## config.mk

```make
export PLATFORM = sky130hd
export DESIGN_NAME = bidir_byte_fifo
export DESIGN_NICKNAME = d
export VERILOG_FILES = /design/src/rtl/bdf_pkg.sv /design/src/rtl/bdf_dir_ctrl.sv /design/src/rtl/bdf_store.sv /design/src/rtl/bdf_turn_detect.sv /design/src/rtl/bidir_byte_fifo.sv
export SDC_FILE = /design/constraint.sdc
export NUM_CORES = 1
export LEC_CHECK = 0
export BUFFER_PORTS_ARGS = -buffer_cell sky130_fd_sc_hd__buf_2
export CAP_MARGIN = 25
export CORE_UTILIZATION = 40
export CTS_BUF_LIST = sky130_fd_sc_hd__clkbuf_16
export DETAILED_ROUTE_END_ITERATION = 12
export PLACE_DENSITY = 0.54
export RECOVER_POWER = 50
export REMOVE_ABC_BUFFERS = 1
export SETUP_SLACK_MARGIN = 0.3
export SLEW_MARGIN = 40
export SYNTH_ARGS = -nofsm -noshare
export SYNTH_HDL_FRONTEND = slang
export SYNTH_SLANG_ARGS = --single-unit
export TNS_END_PERCENT = 30
```

## constraint.sdc

```tcl
create_clock -name clk_i -period 2.9 [get_ports clk_i]
set_input_delay 0.145 -clock clk_i [delete_from_list [all_inputs] [get_ports clk_i]]
set_output_delay 0.145 -clock clk_i [all_outputs]
set_load 0.005 [all_outputs]
```

## src/rtl/bdf_pkg.sv

```systemverilog
package bdf_pkg;
  typedef enum logic {
    DIR_FWD = 1'b0,
    DIR_REV = 1'b1
  } dir_e;
endpackage

```

## src/rtl/bdf_dir_ctrl.sv

```systemverilog
module bdf_dir_ctrl
  import bdf_pkg::*;
#(
  parameter int DATA_W = 8
) (
  input  logic              clk_i,
  input  logic              rst_ni,
  input  logic              dir_set_i,
  input  logic              dir_val_i,
  input  logic              full_i,
  input  logic              cpu_wr_i,
  input  logic [DATA_W-1:0] cpu_wdata_i,
  input  logic              cpu_rd_i,
  input  logic              port_push_i,
  input  logic [DATA_W-1:0] port_wdata_i,
  input  logic              port_pop_i,
  output dir_e              dir_o,
  output logic              push_o,
  output logic [DATA_W-1:0] wdata_o,
  output logic              pop_o,
  output logic              port_stall_o
);
  dir_e dir_q;

  always_ff @(posedge clk_i or negedge rst_ni) begin
    if (!rst_ni)        dir_q <= DIR_FWD;
    else if (dir_set_i) dir_q <= dir_e'(dir_val_i);
  end

  // filler and drainer swap with direction
  always_comb begin
    if (dir_q == DIR_REV) begin
      push_o  = cpu_wr_i;
      wdata_o = cpu_wdata_i;
      pop_o   = port_pop_i;
    end else begin
      push_o  = port_push_i;
      wdata_o = port_wdata_i;
      pop_o   = cpu_rd_i;
    end
  end

  assign port_stall_o = (dir_q == DIR_REV) || full_i;
  assign dir_o        = dir_q;
endmodule

```

## src/rtl/bdf_store.sv

```systemverilog
module bdf_store #(
  parameter int DATA_W = 8,
  parameter int DEPTH  = 16,
  localparam int AW    = (DEPTH > 1) ? $clog2(DEPTH) : 1,
  localparam int CW    = $clog2(DEPTH + 1)
) (
  input  logic              clk_i,
  input  logic              rst_ni,
  input  logic              flush_i,
  input  logic              push_i,
  input  logic [DATA_W-1:0] wdata_i,
  input  logic              pop_i,
  output logic [DATA_W-1:0] rdata_o,
  output logic [CW-1:0]     count_o,
  output logic              full_o,
  output logic              empty_o
);
  logic [DATA_W-1:0] mem_q [DEPTH];
  logic [AW-1:0]     wr_ptr_q, rd_ptr_q;
  logic [CW-1:0]     count_q;
  logic              push_acc, pop_acc;

  function automatic logic [AW-1:0] ptr_inc(input logic [AW-1:0] p);
    return (p == AW'(DEPTH - 1)) ? '0 : p + 1'b1;
  endfunction

  assign full_o   = (count_q == CW'(DEPTH));
  assign empty_o  = (count_q == '0);
  assign pop_acc  = pop_i && !empty_o && !flush_i;
  // a push into a full queue lands only when a pop frees a slot
  assign push_acc = push_i && (!full_o || pop_acc) && !flush_i;

  always_ff @(posedge clk_i) begin
    if (push_acc) mem_q[wr_ptr_q] <= wdata_i;
  end

  always_ff @(posedge clk_i or negedge rst_ni) begin
    if (!rst_ni) begin
      wr_ptr_q <= '0;
      rd_ptr_q <= '0;
      count_q  <= '0;
    end else if (flush_i) begin
      wr_ptr_q <= '0;
      rd_ptr_q <= '0;
      count_q  <= '0;
    end else begin
      if (push_acc) wr_ptr_q <= ptr_inc(wr_ptr_q);
      if (pop_acc)  rd_ptr_q <= ptr_inc(rd_ptr_q);
      case ({push_acc, pop_acc})
        2'b10:   count_q <= count_q + 1'b1;
        2'b01:   count_q <= count_q - 1'b1;
        default: count_q <= count_q;
      endcase
    end
  end

  assign rdata_o = mem_q[rd_ptr_q];
  assign count_o = count_q;
endmodule

```

## src/rtl/bdf_turn_detect.sv

```systemverilog
module bdf_turn_detect (
  input  logic clk_i,
  input  logic rst_ni,
  input  logic host_rev_i,
  input  logic dir_rev_i,
  input  logic occupied_i,
  input  logic clr_i,
  output logic irq_o
);
  logic host_rev_q, irq_q, turn_set;

  assign turn_set = host_rev_q && !host_rev_i && dir_rev_i && occupied_i;

  always_ff @(posedge clk_i or negedge rst_ni) begin
    if (!rst_ni) begin
      host_rev_q <= 1'b0;
      irq_q      <= 1'b0;
    end else begin
      host_rev_q <= host_rev_i;
      irq_q      <= turn_set || (irq_q && !clr_i);
    end
  end

  assign irq_o = irq_q;
endmodule

```

## src/rtl/bidir_byte_fifo.sv

```systemverilog
module bidir_byte_fifo
  import bdf_pkg::*;
#(
  parameter int DATA_W = 8,
  parameter int DEPTH  = 16,
  localparam int CW    = $clog2(DEPTH + 1)
) (
  input  logic              clk_i,
  input  logic              rst_ni,
  input  logic              cpu_wr_i,
  input  logic [DATA_W-1:0] cpu_wdata_i,
  input  logic              cpu_rd_i,
  output logic [DATA_W-1:0] cpu_rdata_o,
  input  logic              cpu_flush_i,
  input  logic              cpu_dir_set_i,
  input  logic              cpu_dir_i,
  input  logic              cpu_irq_clr_i,
  output logic              irq_o,
  output logic [CW-1:0]     count_o,
  output logic              full_o,
  output logic              empty_o,
  output logic              dir_o,
  input  logic              port_push_i,
  input  logic [DATA_W-1:0] port_wdata_i,
  input  logic              port_pop_i,
  output logic [DATA_W-1:0] port_rdata_o,
  output logic              port_stall_o,
  input  logic              host_rev_i
);
  dir_e              dir;
  logic              push, pop, full, empty;
  logic [DATA_W-1:0] wdata, rdata;
  logic [CW-1:0]     count;

  bdf_dir_ctrl #(.DATA_W(DATA_W)) u_dir (
    .clk_i        (clk_i),
    .rst_ni       (rst_ni),
    .dir_set_i    (cpu_dir_set_i),
    .dir_val_i    (cpu_dir_i),
    .full_i       (full),
    .cpu_wr_i     (cpu_wr_i),
    .cpu_wdata_i  (cpu_wdata_i),
    .cpu_rd_i     (cpu_rd_i),
    .port_push_i  (port_push_i),
    .port_wdata_i (port_wdata_i),
    .port_pop_i   (port_pop_i),
    .dir_o        (dir),
    .push_o       (push),
    .wdata_o      (wdata),
    .pop_o        (pop),
    .port_stall_o (port_stall_o)
  );

  bdf_store #(.DATA_W(DATA_W), .DEPTH(DEPTH)) u_store (
    .clk_i   (clk_i),
    .rst_ni  (rst_ni),
    .flush_i (cpu_flush_i),
    .push_i  (push),
    .wdata_i (wdata),
    .pop_i   (pop),
    .rdata_o (rdata),
    .count_o (count),
    .full_o  (full),
    .empty_o (empty)
  );

  bdf_turn_detect u_turn (
    .clk_i      (clk_i),
    .rst_ni     (rst_ni),
    .host_rev_i (host_rev_i),
    .dir_rev_i  (dir == DIR_REV),
    .occupied_i (!empty),
    .clr_i      (cpu_irq_clr_i),
    .irq_o      (irq_o)
  );

  assign cpu_rdata_o  = rdata;
  assign port_rdata_o = rdata;
  assign count_o      = count;
  assign full_o       = full;
  assign empty_o      = empty;
  assign dir_o        = dir;
endmodule

```

# Yosys cells after proc, flatten, opt, wreduce, memory -nomap -nowiden
# Memory sizes are Yosys's and may differ from the RTL's.
# Index checks and enable logic that the tools add are counted.
word_totals:
  latch_bits: 0
  out_inout_bits: 26
  rom_bits: 0
  ram_bits: 128
  in_bits: 27
  reg_bits: 16
  n_memories: 1
mem_list:
  columns: ["name", "words", "word_bits", "read_ports", "rd_clocked_by_memory_dff", "write_ports", "line_no", "rtl"]
  rows:
  - ["u_store.mem_q", 16, 8, 1, 0, 1, "bdf_store.sv:18", "logic [DATA_W-1:0] mem_q [DEPTH];"]
op_classes:
  n_mux: 13
  order_cmp: 0
  n_reduce_logical: 20
  mul: 0
  n_eq_ne: 5
  n_shift: 0
  addsub: 4
  div_mod_pow: 0
  bitwise: 0
op_table:
  columns: ["operator", "count"]
  rows:
  - ["2-to-1 mux 4 bit", 6]
  - ["case mux 5 bit (2 select lines)", 1]
  - ["adder 4 x 1 -> 4 bit (second input constant)", 2]
  - ["equality test 4 bit (second input constant)", 2]
  - ["logical AND 1 bit", 8]
  - ["2-to-1 mux 8 bit", 1]
  - ["adder 5 x 1 -> 5 bit (second input constant)", 1]
  - ["equality test 5 bit (second input constant)", 1]
  - ["zero test 1 bit", 5]
  - ["zero test 5 bit", 1]
  - ["2-to-1 mux 5 bit", 1]
  - ["subtractor 5 x 1 -> 5 bit (second input constant)", 1]
  - ["2-to-1 mux 1 bit", 4]
  - ["nonzero test 2 bit", 2]
  - ["logical OR 1 bit", 3]
  - ["nonzero test 3 bit", 1]
  - ["equality test 2 x 1 -> 1 bit (second input constant)", 1]
  - ["equality test 2 bit (second input constant)", 1]

# Longest topological paths before layout
# Gate-level depths: netlist of the first run.
logic_depth:
  depth_word: 10
  depth_mapped: 10
  depth_no_buf: 9

# Cells and area by module
# From an unflattened synthesis of the first run, not the netlist that was laid out.
hier_totals:
  hier_cells: 384
  area_unflattened_um2: 6222.2
by_module_without_submodules:
  columns: ["mod", "cells_each", "n_inst", "seq_area_each_um2", "area_each_um2"]
  rows:
  - ["bdf_store", 356, 1, 4169.0, 5894.4]
  - ["bdf_dir_ctrl", 14, 1, 25.0, 196.4]
  - ["bdf_turn_detect", 5, 1, 50.0, 67.6]
  - ["bidir_byte_fifo", 9, 1, 0.0, 63.8]

# Worst setup path before layout of the first run
# Ideal clock, no wire load.
synth_path:
  path_type: "reg2reg"
  startpoint: "reg u_store.count_q[1], in the netlist u_store.count_o[1]"
  endpoint: "reg u_store.count_q[4], in the netlist u_store.count_o[4]"
  slack_ns: 0.239
  setup_ns: 0.078
  path_stages_with_launch: 10
  arrival_time_ns: 2.583
  required_time_ns: 2.822
  n_path_buf: 0
  period_less_slack_ns: 2.661
  path_cell_list: "dfrtp_1 > or4_4 > o22ai_4 > xnor2_1 > ha_1 > or3_2 > a21oi_1 > mux2i_1 > or3_1 > a21oi_1"
synth_between:
  elab_chain_cells: 10
  word_cells_on_any_way: 16
  cone_classes: "2 x add/sub; 3 x eq/ne; 2 x mux; 9 x reduce/logical"
synth_rtl:
  columns: ["item", "line_no", "rtl"]
  rows:
  - ["start, declared", "bdf_store.sv:20", "logic [CW-1:0] count_q;"]
  - ["start signal, assigned", "bdf_store.sv:50", "2'b10: count_q <= count_q + 1'b1;"]
  - ["start signal, assigned", "bdf_store.sv:51", "2'b01: count_q <= count_q - 1'b1;"]
  - ["start signal, assigned", "bdf_store.sv:52", "default: count_q <= count_q;"]
  - ["zero test 5 bit", "bdf_store.sv:28", "assign empty_o = (count_q == '0);"]
  - ["zero test 1 bit", "bdf_store.sv:29", "assign pop_acc = pop_i && !empty_o && !flush_i;"]
  - ["logical AND 1 bit (2 in a row)", "bdf_store.sv:29", null]
  - ["logical OR 1 bit", "bdf_store.sv:31", "assign push_acc = push_i && (!full_o || pop_acc) && !flush_i;"]
  - ["logical AND 1 bit (2 in a row)", "bdf_store.sv:31", null]
  - ["equality test 2 x 1 -> 1 bit or equality test 2 bit (tied branches)", "bdf_store.sv:49", "case ({push_acc, pop_acc})"]
  - ["case mux 5 bit (2 select lines)", "bdf_store.sv:49", null]
  - ["2-to-1 mux 5 bit", "bdf_store.sv:42", "end else if (flush_i) begin"]
# Several ways; a longest one is shown, not always the timed one.
# A chain may end at the register's enable or synchronous reset.

# Final worst setup path of the first run
# Same ends and word-level chain as after synthesis.

==> results.md, run 1 <==
- The power share of the combinational group is 20.3%.
- The clock net in this run drives a total of 144 sinks.
- The fraction of power spent switching nets is 25.42%.
- The initial antenna violation count is 0.
- The class of the tightest hold or removal check is input port to flip-flop.
- The die height is 125.9 um.
- Of the total power, registers draw 40.4%.
- In this run the power spent charging and discharging nets is 1.518 mW.
- The total cell area at the placement stage is 6753 sq um.
- The cell with the largest stage delay on the worst path is sky130_fd_sc_hd__or4_1.
- The synthesized area per cell is 16.56 sq um.
- The mapped netlist covers 6143 sq um.
- After synthesis, flip-flops and latches occupy 69.08% of the total area.
- The number of antenna diodes in the final layout is 0.
- For this run, asynchronously set or reset flops after synthesis account for 11.11%.
- The wire length of the first global-routing pass is 20770 um.
- In this run, synthesis inferred 128 flip-flops with an integrated enable.
- The setup check on the worst reg-to-reg path leaves a slack of 0.20 ns.
- Across every metal layer, demand over resource in global routing totals 17.92%.
- The clock-pin slew of the registers on the worst-case setup and hold paths is 0.06 ns.
- Of the post-synthesis cell area, the dominant cell type holds 62.57%.
- The static leakage power is 2.643 nW.
- The headroom to the max-slew limit is 39.12%.
- Synthesis handed over a netlist of 371 instances.
- Counting flops and latches in the post-synthesis netlist gives 144.
- The number of nets in the layout is 490.
- The part of the power in the clock network is 39.3%.
- The estimated wirelength of the detail-placed design is 8881 um.
- Input and output buffers added on the ports amount to 52.
- The total vias in the final route is 3521.
- The pin count of the biggest net entering global routing is 25.
- The global-route congestion overflow total is 0.
- Setup repair after global routing could not meet its margin everywhere.
- The maximum level of the CTS H-tree is 4.
- After detailed routing, the number of remaining DRC violations is 0.
- The biggest area consumer among synthesized cells is sky130_fd_sc_hd__edfxtp_1.
- The starting density of the core is 41.64%.
- The die area is 15860 sq um.
- The peak per-stage delay on the critical path is 0.61 ns.
- The share of final-layout standard cells stronger than drive strength 1 is 31.56%.
- The worst-path maximum fanout is 2.
- The final count of hold timing violations is 0.
- In the routed layout, each cell is associated on average with a via count of 5.392.
- The final setup TNS is 0 ns.
- The number of max-slew violations in the final report was 0.
- The critical path goes through or4_1 -> o22ai_4 -> xnor2_2 -> ha_2 -> or3_2 -> a21oi_1 -> mux2i_1 -> or3_1 -> a21oi_1.
- In the finished design, the share of the clock period the worst path needs comes to 93.23%.
- Counting instances in the post-synthesis netlist gives the leading cell types as sky130_fd_sc_hd__edfxtp_1 (128), sky130_fd_sc_hd__mux4_2 (24), sky130_fd_sc_hd__nor2_1 (23).
- Clock skew on the completed layout was measured at 0.007067 ns.
- The flip-flop cell with the highest count after synthesis is sky130_fd_sc_hd__edfxtp_1.
- The most numerous cell in the Yosys netlist is sky130_fd_sc_hd__edfxtp_1.
- After detailed routing, the average wire length per cell comes to 20.23 um.
- The maximum vdd drop is 0.3704 mV.
- The later pin in the worst-skew pair is clocked with a latency of 0.42 ns.
- Among the stages of the critical path, the cell type that occurs most often is sky130_fd_sc_hd__a21oi_1.
- By area the synthesized netlist is led by sky130_fd_sc_hd__edfxtp_1 (63%), sky130_fd_sc_hd__mux4_2 (8.8%), sky130_fd_sc_hd__dfrtp_1 (6.5%).
- The worst setup path is launched from a flip-flop.
- The power density of the placed cells is 799.8 nW/um^2.
- TritonCTS built the clock tree.
- For the worst setup path, the data required time is 3.24 ns.
- The x dimension of the die is 125.9 um.
- The data arrival time of the critical path is 3.04 ns.
- Summed over all layers, the routed wires come to 13210 um.
- Compared with the post-synthesis result, the final layout area differs by 21.53%.
- The max-capacitance violation count is 0.
- The number of CTS-inserted buffers is 17.
- For this block, the initial DRC count from the detailed router was 276.
- The flow ran to the end, and the final reports show no timing, DRC or antenna violations.
- The total number of yosys warnings is 0.
- The core region is 14750 sq um.
- On the critical path the largest part of the delay comes from simple AND/OR/NAND/NOR gates.
- The worst path buffer plus inverter count is 0.
- For the pin with the worst max-slew slack, the measured transition is 0.9132 ns.
- The clock passes through at most 2 buffers.
- The first detailed-routing pass ran for 4 iterations.
- The highest clock rate is 369.9 MHz.
- The total non-filler cell area in the finished layout is 7466 sq um.
- The minimum clock period after layout is 2.704 ns.
- The post-detailed-route count of antenna-violating nets is 0.
- At the end of routability-driven placement, the weighted congestion stood at 0.7507.
- The type of the setup path with the least slack is flip-flop to flip-flop.
- The internal portion of the total power is 4.453 mW.
- The floorplan has 44 rows.
- The endpoint class of the critical path is a flip-flop.
- The I/O pin total is 53.
- After synthesis, the netlist uses 45 different library cells.
- The number of global-route vias before repair is 3580.
- Setup violations remaining at the end of the flow were counted as 0.
- Clock tree synthesis selected as its root buffer the cell sky130_fd_sc_hd__clkbuf_16.
-- per-stage QoR --
| stage | std cells | hold WS (ns) | setup slack [ns] | util (%) | total power [mW] |
|---|---|---|---|---|---|
| final | 653 | 0.1213 | 0.1963 | 50.60 | 5.971 |
| after global routing | 653 | 0.1348 | 0.1090 | 50.60 | 6.229 |
| after CTS | 652 | 0.1063 | 0.3084 | 50.64 | 6.057 |
| after detailed placement | 612 | 0.09236 | 0.1992 | 45.77 | 3.674 |
| after global placement | 612 | 0.08902 | 0.2583 | 45.77 | 3.668 |
| after floorplan | 344 | -0.1506 | 0.1351 | - | 3.215 |
-- layout by cell type (no fill, tap or decap), types with 2 or more instances in the layout --
master / netlist / final
sky130_fd_sc_hd__a211oi_1: 11 / 11
sky130_fd_sc_hd__a21oi_1: 17 / 17
sky130_fd_sc_hd__a22oi_1: 3 / 3
sky130_fd_sc_hd__a32oi_1: 5 / 5
sky130_fd_sc_hd__buf_2: 3 / 49
sky130_fd_sc_hd__buf_4: 8 / 30
sky130_fd_sc_hd__bufinv_16: 0 / 5
sky130_fd_sc_hd__clkbuf_1: 10 / 8
sky130_fd_sc_hd__clkbuf_16: 0 / 17
sky130_fd_sc_hd__clkinv_2: 0 / 3
sky130_fd_sc_hd__clkinv_4: 0 / 2
sky130_fd_sc_hd__clkinvlp_4: 0 / 3
sky130_fd_sc_hd__dfrtp_1: 16 / 14
sky130_fd_sc_hd__dlygate4sd3_1: 0 / 5
sky130_fd_sc_hd__edfxtp_1: 128 / 128
sky130_fd_sc_hd__ha_1: 7 / 6
sky130_fd_sc_hd__inv_1: 9 / 10
sky130_fd_sc_hd__mux2_1: 0 / 8
sky130_fd_sc_hd__mux2_2: 12 / 4
sky130_fd_sc_hd__mux2i_1: 16 / 16
sky130_fd_sc_hd__mux4_2: 24 / 24
sky130_fd_sc_hd__nand2_1: 13 / 13
sky130_fd_sc_hd__nand2b_1: 4 / 4
sky130_fd_sc_hd__nand3b_1: 2 / 2
sky130_fd_sc_hd__nor2_1: 23 / 23
sky130_fd_sc_hd__nor2b_1: 6 / 6
sky130_fd_sc_hd__nor3_1: 5 / 5
sky130_fd_sc_hd__o21ai_0: 6 / 6
sky130_fd_sc_hd__o21ai_1: 9 / 9
sky130_fd_sc_hd__or3_1: 3 / 3
sky130_fd_sc_hd__or4_1: 1 / 2
sky130_fd_sc_hd__xnor2_1: 3 / 2
sky130_fd_sc_hd__xor2_1: 3 / 3
-- layout make-up --
class                           count  area (sq um)
Inverter                            9         33.78
Sequential cell                   144          4249
Clock inverter                     15         217.7
Tap cell                          184         230.2
Fill cell                        1264          7288
Multi-Input combinational cell    191          1739
Timing Repair Buffer               93         570.5
Clock buffer                       17         425.4
-- logic make-up (layout without fill, tap and decap cells) --
kind of cell | Yosys count | count (layout) | synth area share [%]
DFF | 144 | 144 | 69.08
AOI/OAI and AO/OA | 63 | 63 | 6.864
and+or+nand+nor | 63 | 63 | 5.417
muxes | 52 | 52 | 13.60
buffers and inverters | 36 | 134 | 2.749
adders and majority gates | 7 | 7 | 1.426
xor gates and xnor gates | 6 | 6 | 0.8556
-- layer usage --
metal,share of wire (%),track usage (%),up-vias
met3,4.7,4.291,15
met1,45,24.57,1786
met2,48,27.53,91
met4,1.8,7.300,0
li1,-,-,1629
met5,0,0,-
-- registers in the layout, summed over array words and instances (netlist names) --
register and cells:
u_turn.irq_o 1, u_turn.host_rev_q 1, u_store.count_o 5, u_store.mem_q 128, u_store.wr_ptr_q 4, u_store.rd_ptr_q 4, u_dir.dir_o 1
-- power groups by stage --
stage | Sequential (mW) | Combinational, mW | Clock, mW
global route | 2.42 | 1.32 | 2.48
global placement | 2.45 | 1.21 | 0
finish | 2.41 | 1.21 | 2.34
detailed placement | 2.46 | 1.22 | 0
floorplan | 2.56 | 0.657 | 0
CTS | 2.41 | 1.26 | 2.39
-- repair_timing --
| action | 4_1_cts | 5_1_grt |
|---|---|---|
| pin swaps | 2 | 3 |
| gates resized for setup | 1 | 3 |
| setup buffers | 3 | 1 |
| hold buffers | 5 | 0 |
| endpoints found under the setup margin | 1 | 13 |
| endpoints found under the hold margin | 19 | 0 |
-- worst paths after layout --
path                                                     start                         endpoint  cells after the start
worst max-delay path            u_store.count_o[1]$_DFFE_PN0P_   u_store.count_o[4]$_DFFE_PN0P_                      9
worst min-delay path                               cpu_flush_i   u_store.count_o[0]$_DFFE_PN0P_                      2
worst max register to register  u_store.count_o[1]$_DFFE_PN0P_   u_store.count_o[4]$_DFFE_PN0P_                      9
worst min register to register     u_turn.host_rev_q$_DFF_PN0_           u_turn.irq_o$_DFF_PN0_                      2
max in group asynchronous                               rst_ni  u_store.rd_ptr_q[0]$_DFFE_PN0P_                      2
min in group asynchronous                               rst_ni          u_dir.dir_o$_DFFE_PN0P_                      2
No activity file was read; power rests on OpenSTA's default activity.
==> inputs of run 2 (changes only) <==
--- a/config.mk
+++ b/config.mk
@@ -11,2 +11,3 @@
 export CTS_BUF_LIST = sky130_fd_sc_hd__clkbuf_16
+export CTS_CLUSTER_SIZE = 25
 export DETAILED_ROUTE_END_ITERATION = 12
--- a/constraint.sdc
+++ b/constraint.sdc
@@ -3,2 +3,2 @@
 set_output_delay 0.145 -clock clk_i [all_outputs]
-set_load 0.005 [all_outputs]
+set_load 0.1 [all_outputs]
==> run 2 against run 1 <==
Net effect: clock-buffer cell count unchanged; power up 15%; largest power group unchanged; flip-flop and latch count unchanged; critical path type unchanged; sequential share of layout area down 0.86 points.
==> results.md, run 2 (synthesis results as in run 1) <==
- The library cell used most frequently in the layout, excluding fill and tap cells, is sky130_fd_sc_hd__edfxtp_1.
- The endpoint class of the critical path is a flip-flop.
- The worst setup path is of the flip-flop to flip-flop kind.
- Counting the buffers created by CTS gives 17.
- The critical path starts at u_store.count_o[1]$_DFFE_PN0P_.
- The initial antenna violation count is 0.
- The worst hold path belongs to the class input port to flip-flop.
- The filler cells instantiated in the layout total 1238.
- The first global-routing pass estimated 20850 um of wire.
- The worst reg2reg path startpoint is u_store.count_o[1]$_DFFE_PN0P_.
- Wire segments on met2 add up to 6583 um in the final route.
- The quantity of I/O buffers inserted on ports is 52.
- The register with the most flip-flops in the layout has 128 of them.
- The number of DRC violations after detailed-routing iteration 0 is 214.
- The total non-filler cell area in the finished layout is 7579 sq um.
- In the layout the commonest cells are sky130_fd_sc_hd__edfxtp_1 (128), sky130_fd_sc_hd__buf_2 (33), sky130_fd_sc_hd__buf_4 (33).
- The clock skew after layout is 0.008676 ns.
- Along the worst path, the maximum fanout reaches 4.
- In the routed design, unresolved DRC markers number 0.
- In this run the number of H-tree levels came out at 4.
- The final count of hold timing violations is 0.
- The share of final-layout standard cells stronger than drive strength 1 is 31.13%.
- Timing analysis after detailed placement gives a worst setup slack of 0.1896 ns.
- The final setup TNS is 0 ns.
- The starting density of the core is 41.64%.
- The first TritonRoute pass finished after 4 iterations.
- The total clock sinks is 144.
- Entering global routing, the biggest net connects 29 pins.
- The placeable core area is 14750 sq um.
- The routed design uses 610 um of met3 wire.
- The number of global-route vias before repair is 3636.
- After detailed routing, the number of vias per cell comes to 5.441.
- In the final routed layout, each cell accounts on average for 20.59 um.
- For this run, the top clock speed supported by timing is 382.0 MHz.
- The maximum vdd drop is 0.6765 mV.
- For the worst setup path, the data required time is 3.24 ns.
- At the end of routability-driven placement, the weighted congestion stood at 0.7455.
- Across the whole layout, storage elements account for 4248 sq um.
- STA classifies the critical path startpoint as a flip-flop.
- The met1 wire length is 5871 um.
- Once detailed placement completed, the half-perimeter wirelength came to 8603 um.
- Relative to the synthesized area, the layout overhead comes to 23.36%.
- TritonCTS built the clock tree.
- The share of the cycle needed by the critical path after routing is 90.27%.
- Measured along the y axis, the die boundary spans 125.9 um.
- Across all setup checks in the final design, the least slack found is 0.2820 ns.
- The clock-pin slew of the registers on the worst-case setup and hold paths is 0.05 ns.
- The root buffer cell is sky130_fd_sc_hd__clkbuf_16.
- For this design the static power due to leakage is 2.655 nW.
- Cells fill 51.37% of the core in the end.
- The global-route congestion overflow total is 0.
- Once detail routing completed, the nets flagged for antenna violations numbered 0.
- The post-detailed-routing wire length is 13450 um.
- The worst hold path begins at cpu_flush_i.
- Data on the critical path arrives at its endpoint at 2.96 ns.
- The headroom to the max-slew limit is 22.55%.
- 0 antenna diodes ended up in the layout.
- The register with the most flip-flops is u_store.mem_q.
- The total vias in the final route is 3553.
- The total number of placement rows is 44.
- Setup repair after global routing could not meet its margin everywhere.
- The smallest clock period supported by the final layout is computed as 2.618 ns.
- Across the run, the number of max-cap violations was 0.
- The transition time of the tightest slew-check pin is 1.167 ns.
- The die covers 15860 sq um.
- Summing all placed instances gives a cell area of 6915 sq um.
- In this run the power density over the cells is 905.3 nW/um^2.
- The highest layer touched by signal routing is met4.
- Clock latency on the worst-skew pair, taken at its later pin, is 0.42 ns.
- Setup violations remaining at the end of the flow were counted as 0.
- The number of max-slew violations in the final report is 0.
- In this run the deepest clock path goes through 2 buffers.
- The number of nets in the layout is 490.
- The overall global routing resource usage is 18.33%.
- The combined area of the multi-input logic cells is 1747 sq um.
- For this design the top-level I/O count stands at 53.
- Measured along the x axis, the die boundary spans 125.9 um.
- The flow ran to the end, and the final reports show no timing, DRC or antenna violations.
-- run 2: cell types whose count changed in the layout (fill, tap and decap cells not counted), sizes merged --
| cell | previous run | this run |
|---|---|---|
| inv | 11 | 8 |
| buf | 80 | 78 |
| clkinvlp | 3 | 2 |
| clkbuf | 25 | 27 |
| bufinv | 5 | 3 |
| clkinv | 5 | 11 |
-- run 2: metrics by stage --
step	instances	power [mW]	hold slack (ns)
after floorplan	344	4.120	-0.1506
after global placement	612	4.773	0.08725
after detailed placement	612	4.782	0.09057
after CTS	652	6.931	0.09660
after global routing	653	7.093	0.1210
final	653	6.861	0.1127
-- run 2: critical path, cell delays in order (launching register included) --
cell and delay (ns):
sky130_fd_sc_hd__dfrtp_1 0.37, sky130_fd_sc_hd__or4_1 0.60, sky130_fd_sc_hd__o22ai_4 0.20, sky130_fd_sc_hd__xnor2_1 0.09
sky130_fd_sc_hd__ha_2 0.20, sky130_fd_sc_hd__or3_2 0.42, sky130_fd_sc_hd__a21oi_2 0.14, sky130_fd_sc_hd__mux2i_1 0.08
sky130_fd_sc_hd__or3_1 0.31, sky130_fd_sc_hd__a21oi_1 0.14
-- run 2: final timing paths --
path / end / slack, ns / cells past startpoint
worst max-delay path: u_store.count_o[4]$_DFFE_PN0P_ / 0.28 / 9
worst min-delay path: u_store.count_o[0]$_DFFE_PN0P_ / 0.11 / 2
worst max register to register: u_store.count_o[4]$_DFFE_PN0P_ / 0.28 / 9
worst min register to register: u_turn.irq_o$_DFF_PN0_ / 0.56 / 2
max in group asynchronous: u_store.rd_ptr_q[0]$_DFFE_PN0P_ / 1.84 / 2
min in group asynchronous: u_store.wr_ptr_q[0]$_DFFE_PN0P_ / 0.39 / 2
-- run 2: cell type report --
class / instances / area share (%)
well taps: 184 / 3.038
flip-flops and latches: 144 / 56.05
clock inverters: 15 / 1.981
multi-input cells: 191 / 23.05
clock buffers: 17 / 5.613
repair buffers: 93 / 9.774
inverters: 9 / 0.4953
-- run 2: metal layers --
layer	track usage (%)	vias to the layer above
met3	3.866	27
met5	0	-
met2	29.15	88
met1	24.17	1807
li1	-	1631
met4	8.717	0
-- run 2: repair_timing --
item                                    CTS  global route
pin swaps                                 1             2
endpoints found under the setup margin   17            17
hold buffers                              5             0
endpoints found under the hold margin    19             0
gates resized for setup                   4             5
buffers inserted                          3             1
-- run 2: report_power, final --
part	total [mW]	internal (mW)	switching (mW)
registers	2.41	2.35	0.0551
logic	2.35	0.757	1.59
clock network	2.11	1.33	0.779
total	6.86	4.44	2.43
==> inputs of run 3 (changes only) <==
- ABC_AREA: unset -> 1
- CTS_CLUSTER_SIZE: 25 -> 20
==> run 3 against run 2 <==
Net effect: sequential share of layout area decreased by 1.4 points; non-clock buffer count decreased by 8; utilization decreased by 0.43 points; clock power increased by 10%; global-route usage increased by 1.9 points; die area increased by 2.2%; critical path type is now flip-flop to output pin; highest routed layer unchanged.
==> results.md, run 3 <==
- The global-route congestion overflow total is 0.
- Summing the sequential cell areas from Yosys gives 67.57% of the chip area.
- The number of nets in the layout is 645.
- The data arrival time of the critical path is 2.40 ns.
- In this run the register-to-register setup slack is 0.40 ns.
- Setup repair after global routing could not meet its margin everywhere.
- The H-tree was split into 4 levels.
- STA classifies the critical path endpoint as an output pin.
- The max-capacitance violation count is 0.
- The average wire per cell in the routed design is 18.34 um.
- The multi-input combinational cells in the finished layout cover a total of 1735 sq um.
- The number of global-route vias before repair is 4209.
- The worst reg2reg path startpoint is u_dir.dir_o$_DFFE_PN0P_.
- The path class of the tightest hold or removal check is input port to flip-flop.
- The floorplan step defined a die boundary enclosing 16210 sq um.
- The average instance in the mapped netlist occupies 11.67 sq um.
- Of the total power, the clock network draws 29.0%.
- The final setup TNS is 0 ns.
- Leaving out fill and tap cells, the most frequent cells in the layout are sky130_fd_sc_hd__edfxtp_1 (128), sky130_fd_sc_hd__nand2_1 (111), sky130_fd_sc_hd__nor2_1 (46).
- IR analysis of the VDD net gives a maximum drop of 0.9101 mV.
- The share of the cycle needed by the critical path after routing is 87.81%.
- The fraction of power spent switching nets is 40.56%.
- The critical register-to-register path endpoint is u_store.mem_q[10][0]$_DFFE_PP_.
- The cell internal power dissipation is 4.767 mW.
- The layout-stage area growth over the synthesis result is 23.73%.
- The CTS tree is done.
- The total cell area at the placement stage is 7079 sq um.
- The detailed router placed 4315 vias in this run.
- The clock reaches the later pin of the worst-skew pair after 0.42 ns.
- Clock tree synthesis inserted a total of 17 buffers.
- The wire-length estimate of the detail-placed layout is 10120 um.
- The wire length of the first global-routing pass is 23670 um.
- The kind of launch point of the worst setup path is a flip-flop.
- In this run, flip-flops and latches consume 30.8% of the power.
- The number of cells on the worst reg-to-reg path is 10.
- The flip-flop count of the largest register after layout is 128.
- The total clock sinks is 144.
- Across every metal layer, demand over resource in global routing totals 20.27%.
- The number of max-slew violations in the final report came to 0.
- Traced cell by cell, the critical path runs through clkinvlp_4 -> buf_4 -> a221oi_1 -> o21ai_1 -> nand2_1 -> buf_12.
- The cell count of the worst hold path is 4.
- The floorplan has 45 rows.
- The most common cell in the synthesized netlist is sky130_fd_sc_hd__edfxtp_1.
- The total of flip-flops plus latches after synthesis is 144.
- The I/O pin total is 53.
- The minimum clock period after layout is 2.546 ns.
- The analysis attributes to net switching a power of 3.253 mW.
- The origin of the worst min-delay path is cpu_flush_i.
- The leading cell type in the layout, fill and taps excluded is sky130_fd_sc_hd__edfxtp_1.
- The run finished with clean final reports.
- By area the synthesized netlist is led by sky130_fd_sc_hd__edfxtp_1 (61%), sky130_fd_sc_hd__nand2_1 (6.6%), sky130_fd_sc_hd__dfrtp_1 (6.4%).
- In this design, the stage delay of the slowest critical-path cell is 0.62 ns.
- The largest individual stage delay along the critical path comes from the cell sky130_fd_sc_hd__dfrtp_1.
- The critical path is of the flip-flop to output pin type.
- The initial antenna violation count is 0.
- The register with the most flip-flops is u_store.mem_q.
- The placeable core area is 15260 sq um.
- The maximum count of clock buffers along a single path is 2.
- For hold timing, the worst endpoint is u_store.count_o[1]$_DFFE_PN0P_.
- Data on the critical path is required at its endpoint by 2.76 ns.
- The total non-filler cell area in the finished layout is 7771 sq um.
- Synthesis instantiated 35 different standard cells from the library.
- The fill cell total of the finished layout is 1351.
- Across the routed clock network, the largest skew measured is 0.006998 ns.
- Measured along the y axis, the die boundary spans 127.3 um.
- The power density of the placed cells is 1032 nW/um^2.
- The count of flip-flops with a built-in enable after synthesis is 128.
- The root buffer cell is sky130_fd_sc_hd__clkbuf_16.
- In this run the cell area of the synthesized design comes to 6281 sq um.
- The biggest area consumer among synthesized cells is sky130_fd_sc_hd__edfxtp_1.
- After detailed routing, the number of vias per cell comes to 5.168.
- The pin count of the biggest net entering global routing is 66.
- Routability-driven placement finished with a final weighted congestion of 0.7838.
- The number of antenna diodes in the final layout is 0.
- The static leakage power is 3.018 nW.
- The routed design has 15320 um of wire.
- Counting every instance in the synthesized netlist gives 538.
- The flip-flop cell with the highest count after synthesis is sky130_fd_sc_hd__edfxtp_1.
- The total number of yosys warnings is 0.
- The area share of the largest cell type after synthesis is 61.20%.
- The detailed router finished its first iteration with 335 violations.
- Along the worst path, the maximum fanout reaches 9.
- The storage element area is 4245 sq um.
- The starting density of the core is 41.16%.
- After synthesis, the most frequently instantiated cells are sky130_fd_sc_hd__edfxtp_1 (128), sky130_fd_sc_hd__nand2_1 (111), sky130_fd_sc_hd__nor2_1 (47).
- For this run, asynchronously set or reset flops after synthesis account for 11.11%.
- The first detailed-routing pass took 5 iterations.
- The final count of hold timing violations is 0.
- The final standard cell utilization of the core is 50.93%.
- The clock-pin slew of the registers on the worst-case setup and hold paths is 0.06 ns.
- The highest clock rate is 392.7 MHz.
- At the pin with the least slew margin, the transition time is 1.167 ns.
- Combinational logic burns 40.3% of the power.
- The floorplan step set the die width to 127.3 um.
- The post-route netlist has 20.51% of its cells at a drive strength greater than 1.
- The post-detailed-route count of antenna-violating nets is 0.
- The quantity of I/O buffers inserted on ports is 52.
- In this run the tightest slew margin relative to its limit is 22.53%.
- The DRC violation count after routing is 0.
- The total setup violations reported at the end of the flow is 0.
- Overall power consumption after layout is estimated at 8.019 mW.
-- run 3: cell count changes after synthesis, sizes merged, moves of 6 or more --
cell    before  now
a211oi      11    0
a221oi       0   10
inv          9   32
mux2        12    0
mux2i       16    0
mux4        24    0
nand2       13  122
nand3        0   26
nand4        0    9
nor2        23   53
nor2b        6    0
o21ai       15   54
o221ai       0    6
o22ai        2   12
-- run 3: cell type report --
| type | instances | area share [%] |
|---|---|---|
| Sequential cell | 144 | 54.63 |
| Multi-Input combinational cell | 331 | 22.33 |
| Timing Repair Buffer | 85 | 9.886 |
| Clock buffer | 17 | 5.474 |
| Tap cell | 211 | 3.397 |
| Clock inverter | 15 | 2.608 |
| Inverter | 32 | 1.674 |
-- run 3: worst max path at each step --
stage                     cells after the start  slack [ns]                        endpoint                             from
after floorplan                               5       -0.67                  cpu_rdata_o[4]  u_store.rd_ptr_q[0]$_DFFE_PN0P_
after global placement                       10        0.51  u_store.mem_q[10][7]$_DFFE_PP_          u_dir.dir_o$_DFFE_PN0P_
after detailed placement                     10        0.40  u_store.mem_q[10][7]$_DFFE_PP_          u_dir.dir_o$_DFFE_PN0P_
after CTS                                     7        0.32                  cpu_rdata_o[7]  u_store.rd_ptr_q[2]$_DFFE_PN0P_
after global routing                         10        0.16  u_store.mem_q[10][6]$_DFFE_PP_          u_dir.dir_o$_DFFE_PN0P_
final                                         6        0.35                  cpu_rdata_o[2]  u_store.rd_ptr_q[3]$_DFFE_PN0P_
-- run 3: kinds of logic (layout without fill, tap and decap cells) --
kind of cell,after synthesis,in the layout,share of synthesized area [%]
adder cells (fa/ha/maj),7,7,1.394
AO/OA/AOI/OAI,107,107,10.06
XOR/XNOR,2,2,0.2789
buffers and inverters,63,149,4.741
AND/OR/NAND/NOR,215,215,15.96
flip-flops,144,144,67.57
-- run 3: metrics by stage --
stage / setup WS [ns] / std cells / hold slack [ns]
global route: 0.1631 / 835 / 0.08181
floorplan: -0.6724 / 507 / -0.1506
CTS: 0.3204 / 831 / 0.04683
finish: 0.3536 / 835 / 0.05700
global placement: 0.5051 / 794 / 0.1075
detailed placement: 0.3954 / 794 / 0.1062
-- run 3: power by group through the flow --
stage / logic, mW / clock network, mW / registers (mW)
2_1_floorplan: 1.86 / 0 / 2.81
3_3_place_gp: 3.25 / 0 / 2.51
3_5_place_dp: 3.26 / 0 / 2.51
4_1_cts: 3.28 / 2.34 / 2.47
5_1_grt: 3.41 / 2.43 / 2.48
6_report: 3.23 / 2.32 / 2.47
-- run 3: per-layer routing --
layer  part of all wire, %  global-route usage, %  vias to the layer above
met5                     0                      0                        -
met4                   2.8                  8.754                        0
met3                   5.0                  4.188                       22
met2                    48                  32.53                      144
met1                    44                  26.76                     2094
li1                      -                      -                     2055
-- run 3: what timing repair did --
action                                  4_1_cts  5_1_grt
buffers inserted                              0        4
hold endpoints to repair                     19        0
resized for setup                             0        6
endpoints found under the setup margin        0       16
hold buffers                                  5        0
-- run 3: worst max-delay path: cells and delay by family (launching register included) --
family	cells	cell delay (ns)
AO/OA/AOI/OAI	2	0.44
buffers and inverters	3	0.72
flip-flops	1	0.62
AND/OR/NAND/NOR	1	0.20
